### src/rtl/frac_div_pkg.sv
`timescale 1ns/1ps
package frac_div_pkg;

   typedef enum logic [1:0] {
      MODE_SWALLOW  = 2'd0,
      MODE_ACCUM    = 2'd1,
      MODE_FIXED    = 2'd2,
      MODE_FIXED_B  = 2'd3
   } div_mode_e;

endpackage

### src/rtl/frac_mode_ctl.sv
`timescale 1ns/1ps
module frac_mode_ctl
   import frac_div_pkg::*;
(
   input  logic       clk,
   input  logic       rst,
   input  logic       tick,
   input  logic [1:0] mode_sel,
   output logic [1:0] mode_q,
   output logic       restart,
   output logic       acc_mode,
   output logic       swallow_mode
);

   // the mode is taken in reset and at period boundaries only
   always_ff @(posedge clk) begin
      if (rst || tick) begin
         mode_q <= mode_sel;
      end
   end

   always_comb begin
      restart      = tick && (mode_sel != mode_q);
      acc_mode     = (mode_q == MODE_ACCUM);
      swallow_mode = (mode_q == MODE_SWALLOW);
   end

endmodule

### src/rtl/frac_swallow_core.sv
`timescale 1ns/1ps
module frac_swallow_core #(
   parameter int BASE     = 13,
   parameter int DEN      = 48,
   parameter int LONG_CNT = 1,
   parameter int HALF     = 6
) (
   input  logic clk,
   input  logic rst,
   input  logic run,
   input  logic swallow,
   input  logic restart,
   output logic tick_o,
   output logic half_o,
   output logic last_o
);

   localparam int CNT_W  = $clog2(BASE + 2);
   localparam int PIDX_W = $clog2(DEN);

   logic [CNT_W-1:0]  cnt;
   logic [CNT_W-1:0]  len_m1;
   logic [PIDX_W-1:0] pidx;
   logic              is_long;

   // the stretched periods sit at the end of each group
   generate
      if (LONG_CNT == 0) begin : g_no_long
         assign is_long = 1'b0;
      end else begin : g_long
         assign is_long = swallow && (pidx >= PIDX_W'(DEN - LONG_CNT));
      end
   endgenerate

   always_comb begin
      len_m1 = is_long ? CNT_W'(BASE) : CNT_W'(BASE - 1);
      tick_o = run && (cnt == len_m1);
      half_o = run && (cnt == CNT_W'(HALF - 1));
      last_o = tick_o && swallow && (pidx == PIDX_W'(DEN - 1));
   end

   always_ff @(posedge clk) begin
      if (rst || restart || !run) begin
         cnt  <= '0;
         pidx <= '0;
      end else if (tick_o) begin
         cnt <= '0;
         if (!swallow || (pidx == PIDX_W'(DEN - 1))) begin
            pidx <= '0;
         end else begin
            pidx <= pidx + 1'b1;
         end
      end else begin
         cnt <= cnt + 1'b1;
      end
   end

endmodule

### src/rtl/frac_accum_core.sv
`timescale 1ns/1ps
module frac_accum_core #(
   parameter int NUM  = 625,
   parameter int STEP = 96
) (
   input  logic clk,
   input  logic rst,
   input  logic run,
   input  logic restart,
   output logic wrap_o
);

   localparam int ACC_W = $clog2(NUM + STEP);

   logic [ACC_W-1:0] acc;
   logic [ACC_W-1:0] sum;

   always_comb begin
      sum    = acc + ACC_W'(STEP);
      wrap_o = run && (sum >= ACC_W'(NUM));
   end

   always_ff @(posedge clk) begin
      if (rst || restart || !run) begin
         acc <= '0;
      end else if (wrap_o) begin
         acc <= sum - ACC_W'(NUM);
      end else begin
         acc <= sum;
      end
   end

endmodule

### src/rtl/frac_clk_div.sv
`timescale 1ns/1ps
module frac_clk_div #(
   parameter int NUM = 625,
   parameter int DEN = 48
) (
   input  logic       clk,
   input  logic       rst,
   input  logic [1:0] mode_sel,
   output logic       tick,
   output logic       clk_sq,
   output logic       frame
);

   localparam int BASE     = NUM / DEN;
   localparam int LONG_CNT = NUM % DEN;
   localparam int STEP     = 2 * DEN;
   localparam int HALF     = BASE / 2;

   generate
      if (DEN < 2) begin : g_bad_den
         $error("frac_clk_div: DEN must be at least 2");
      end
      if (BASE < 4) begin : g_bad_base
         $error("frac_clk_div: NUM/DEN must be at least 4");
      end
      if (STEP >= NUM) begin : g_bad_step
         $error("frac_clk_div: 2*DEN must be below NUM");
      end
   endgenerate

   logic [1:0] mode_q;
   logic       restart;
   logic       acc_mode;
   logic       swallow_mode;
   logic       cnt_tick;
   logic       cnt_half;
   logic       cnt_last;
   logic       acc_wrap;
   logic       sq_q;

   frac_mode_ctl u_mode (
      .clk          (clk),
      .rst          (rst),
      .tick         (tick),
      .mode_sel     (mode_sel),
      .mode_q       (mode_q),
      .restart      (restart),
      .acc_mode     (acc_mode),
      .swallow_mode (swallow_mode)
   );

   frac_swallow_core #(
      .BASE     (BASE),
      .DEN      (DEN),
      .LONG_CNT (LONG_CNT),
      .HALF     (HALF)
   ) u_swallow (
      .clk     (clk),
      .rst     (rst),
      .run     (!acc_mode),
      .swallow (swallow_mode),
      .restart (restart),
      .tick_o  (cnt_tick),
      .half_o  (cnt_half),
      .last_o  (cnt_last)
   );

   frac_accum_core #(
      .NUM  (NUM),
      .STEP (STEP)
   ) u_accum (
      .clk     (clk),
      .rst     (rst),
      .run     (acc_mode),
      .restart (restart),
      .wrap_o  (acc_wrap)
   );

   always_ff @(posedge clk) begin
      if (rst) begin
         sq_q <= 1'b0;
      end else if (acc_mode) begin
         if (acc_wrap) begin
            sq_q <= ~sq_q;
         end
      end else if (cnt_tick) begin
         sq_q <= 1'b0;
      end else if (cnt_half) begin
         sq_q <= 1'b1;
      end
   end

   always_comb begin
      tick   = acc_mode ? (acc_wrap && sq_q) : cnt_tick;
      clk_sq = sq_q;
      frame  = cnt_last;
   end

endmodule

### config.mk
export PLATFORM = sky130hd
export DESIGN_NAME = frac_clk_div
export DESIGN_NICKNAME = d
export VERILOG_FILES = /design/src/rtl/frac_div_pkg.sv /design/src/rtl/frac_mode_ctl.sv /design/src/rtl/frac_swallow_core.sv /design/src/rtl/frac_accum_core.sv /design/src/rtl/frac_clk_div.sv
export SDC_FILE = /design/constraint.sdc
export NUM_CORES = 1
export LEC_CHECK = 0
export BUFFER_PORTS_ARGS = -buffer_cell sky130_fd_sc_hd__buf_4
export CAP_MARGIN = 20
export CORE_MARGIN = 2
export CORE_UTILIZATION = 30
export CTS_CLUSTER_SIZE = 25
export DETAILED_ROUTE_END_ITERATION = 8
export GPL_TIMING_DRIVEN = 1
export RECOVER_POWER = 25
export SLEW_MARGIN = 20
export SYNTH_ARGS = -nofsm -noshare
export SYNTH_HDL_FRONTEND = slang
export SYNTH_SLANG_ARGS = --single-unit
### constraint.sdc
create_clock -name clk -period 4.7 [get_ports clk]
set_input_delay 0.94 -clock clk [delete_from_list [all_inputs] [get_ports clk]]
set_output_delay 0.94 -clock clk [all_outputs]
set_load 0.01 [all_outputs]
==> results_dict.tcl <==
set metrics [dict create \
    antenna_cells_inserted 0 \
    viasPerCell 5.14 \
    area_growth_pct 9.91 \
    hold_viol 0 \
    htreeDepth 1 \
    cpMaxStageDelayCell "or3b_2" \
    ys_seq_area_share_pct 34.3 \
    synth_nets 175 \
    drv_cap 0 \
    crit_required_ns 3.76 \
    finalSetupTns_ns 0 \
    maxSlewHeadroom_pct 65.1 \
    synth_area_um2 1400 \
    status "finished, final reports clean" \
    core_area_um2 4410 \
    p_per_area_nw_per_um2 235 \
    dieWidth_um 72.3 \
    cp-end-kind "output port" \
    startpoint "u_accum.acc[5]$_SDFF_PP0_" \
    fin_skew_ns 0.00473 \
    routedWlPerCell_um 11.8 \
    fin_area_um2 1540 \
    final_util_pct 34.9 \
    final-max-slew-violation-count 0 \
    crit_path_end "tick" \
    rrSetupSlack_ns 2.22 \
    synth_cell_types 48 \
    post-place-cells 222 \
    grt_start_max_net_pins 14 \
    cp.depth 8 \
    routed_wl_um 2660 \
    async_reset_ff_share_pct 0 \
    syn_inst 165 \
    die_y_um 72.3 \
    place_hpwl_um 2070 \
    fin_cells 226 \
    nets 185 \
    r2r-end "u_accum.acc[8]$_SDFF_PP0_" \
    power.static_leakage_nw 0.539 \
    clock_sinks 23 \
    cts_made_buffers 3 \
    start_util_pct 31.7 \
    grt_pass1_wl_um 4900 \
    cts_tree "yes" \
    crit_type "register to output port" \
    grt_pass1_vias 1125 \
    min_path_cells 2 \
    drive_gt1_share_pct 9.20 \
    critPathLaunchType "register" \
    post_cts_resize_count 0 \
    max_freq_ghz 0.288 \
    crit_path_frequent_cell "nand2_1" \
    critical_path.top_delay_family "simple AND/OR/NAND/NOR gates" \
    design.die.area_um2 5230 \
    yosysTopAreaCellShare_pct 30.0 \
    grt_usage_pct 12.1 \
    worstRegToRegCells 7 \
    dr.pass1.iters 4 \
    r2r-start "u_accum.acc[5]$_SDFF_PP0_" \
    fin_crit_ns 3.48 \
    antenna_found_initial 0 \
    postCtsHoldBufs 0 \
    peakVddDrop_v 0.000119 \
    fillers 462 \
    yosys_warnings 0 \
    max_slew.worst_pin.slew_ns 0.518 \
    cp_cell_sequence "inv_1 > ha_1 > or3b_2 > o21ai_1 > o21a_1 > nand2_1 > nand2_1 > buf_4" \
    num_rows 24 \
    synth_area_leaders "dfxtp_1, ha_1, nor2_1" \
    cp_max_fo 10 \
    postRouteAntennaNets 0 \
    ios 7 \
    worst_path_largest_cell_delay_ns 0.46 \
    yosysTopAreaCell "dfxtp_1" \
    port_buffers 6 \
    path_buf_inv 2 \
    drc 0 \
    cp.arrival_ns 2.54 \
    period_share_pct 74.0 \
    synth_edf_count 2 \
    syn_area_per_cell_um2 8.49 \
    cts-root-buf "clkbuf_8" \
    post_cts_buffers 0 \
    drt_iter0_drc 69 \
    clkSlewWorstSetupHoldPaths_ns 0.08 \
    place_congestion 0.888 \
    num_vias 1161 \
    ys_ff_latch 23 \
    setup_viol 0 \
    worstSkewPairLatency_ns 0.27 \
    post_dp_cell_area_um2 1500 \
    rsz0062_at_grt "false" \
    overflow 0 \
    cts_buffer_depth 2 \
    min_path_type "register to register" \
    ys.flop_type "dfxtp_1" \
]
[worst min-delay path: cells and delay by family, from the launching register on]
family | cells | cell delay (ns)
AOI/OAI and AO/OA | 2 | 0.13
DFF | 1 | 0.33
[worst min-delay path by stage]
stage | to | startpoint
global placement | u_swallow.pidx[5]$_SDFFE_PP0P_ | u_swallow.pidx[5]$_SDFFE_PP0P_
detailed placement | u_swallow.pidx[5]$_SDFFE_PP0P_ | u_swallow.pidx[5]$_SDFFE_PP0P_
CTS | u_swallow.pidx[5]$_SDFFE_PP0P_ | u_swallow.pidx[5]$_SDFFE_PP0P_
finish | u_swallow.pidx[5]$_SDFFE_PP0P_ | u_swallow.pidx[5]$_SDFFE_PP0P_
floorplan | u_swallow.pidx[5]$_SDFFE_PP0P_ | u_swallow.pidx[5]$_SDFFE_PP0P_
global route | u_accum.acc[0]$_SDFFE_PP0N_ | u_accum.acc[0]$_SDFFE_PP0N_
[per-stage QoR]
stage / power [W] / hold slack, ns / worst slack (ns)
final: 0.000362 / 0.494 / 1.22
after global routing: 0.000381 / 0.532 / 0.975
after CTS: 0.000371 / 0.489 / 1.24
after detailed placement: 0.000243 / 0.476 / 1.55
after global placement: 0.000243 / 0.467 / 1.57
after floorplan: 0.000234 / 0.447 / 1.87
[registers in the layout, summed over array words and instances, names as in the netlist]
signal and count:
clk_sq 1, u_accum.acc 10, u_mode.mode_q 2, u_swallow.cnt 4, u_swallow.pidx 6
[kinds of logic after synthesis]
| group | synth area share (%) |
|---|---|
| xor+xnor | 5.62 |
| fa+ha+maj | 5.36 |
| flops | 34.3 |
| mux | 3.93 |
| simple gates | 28.2 |
| compound gates | 19.4 |
| buf+inv | 3.21 |
[cells in the mapped netlist (all sizes together), types with 3 or more instances]
cell type,number
or3b,3
xnor2,4
o211ai,4
a21oi,8
xor2,5
nand3,9
mux2i,4
or3,5
nor2,20
o21ai,11
nand2,11
dfxtp,21
nand2b,4
ha,6
nor3,8
inv,10
[cell type report]
cell class                      instances  area [um2]  area share, %
Tap cell                               52        65.1           4.22
Sequential cell                        23         480           31.2
Clock buffer                            3        41.3           2.68
Multi-Input combinational cell        131         873           56.7
Clock inverter                          1        5.00          0.325
Inverter                               10        37.5           2.44
Timing Repair Buffer                    6        37.5           2.44
[routing by layer]
layer  global-route usage, %  wire (um)  vias to the layer above
met5                       0          0                        -
met4                    5.87         55                        0
met3                    3.75         70                        7
met2                    19.8       1240                       11
met1                    14.3       1290                      517
li1                        -          -                      626
[layout by cell type, fill, tap and decap left out, drive strengths merged, types with 2 or more instances in the layout]
master  netlist  final
nand4         2      2
nor3          8      8
clkbuf        0      6
o21a          2      2
nand2        11     11
dfxtp        21     21
ha            6      6
nor4b         2      2
or3b          3      3
buf           1      3
xnor2         4      4
nand3         9      9
nand2b        4      4
nor2         20     20
and3          2      2
or3           5      5
a31oi         2      2
xor2          5      5
edfxtp        2      2
o21ai        11     11
o211ai        4      4
a21oi         8      8
inv          10     10
or4           2      2
mux2i         4      4
[where the power goes]
group          switching, W  internal (W)
clock network     0.0000652     0.0000593
logic             0.0000185     0.0000130
registers        0.00000535      0.000201
(Power assumes the default switching activity.)
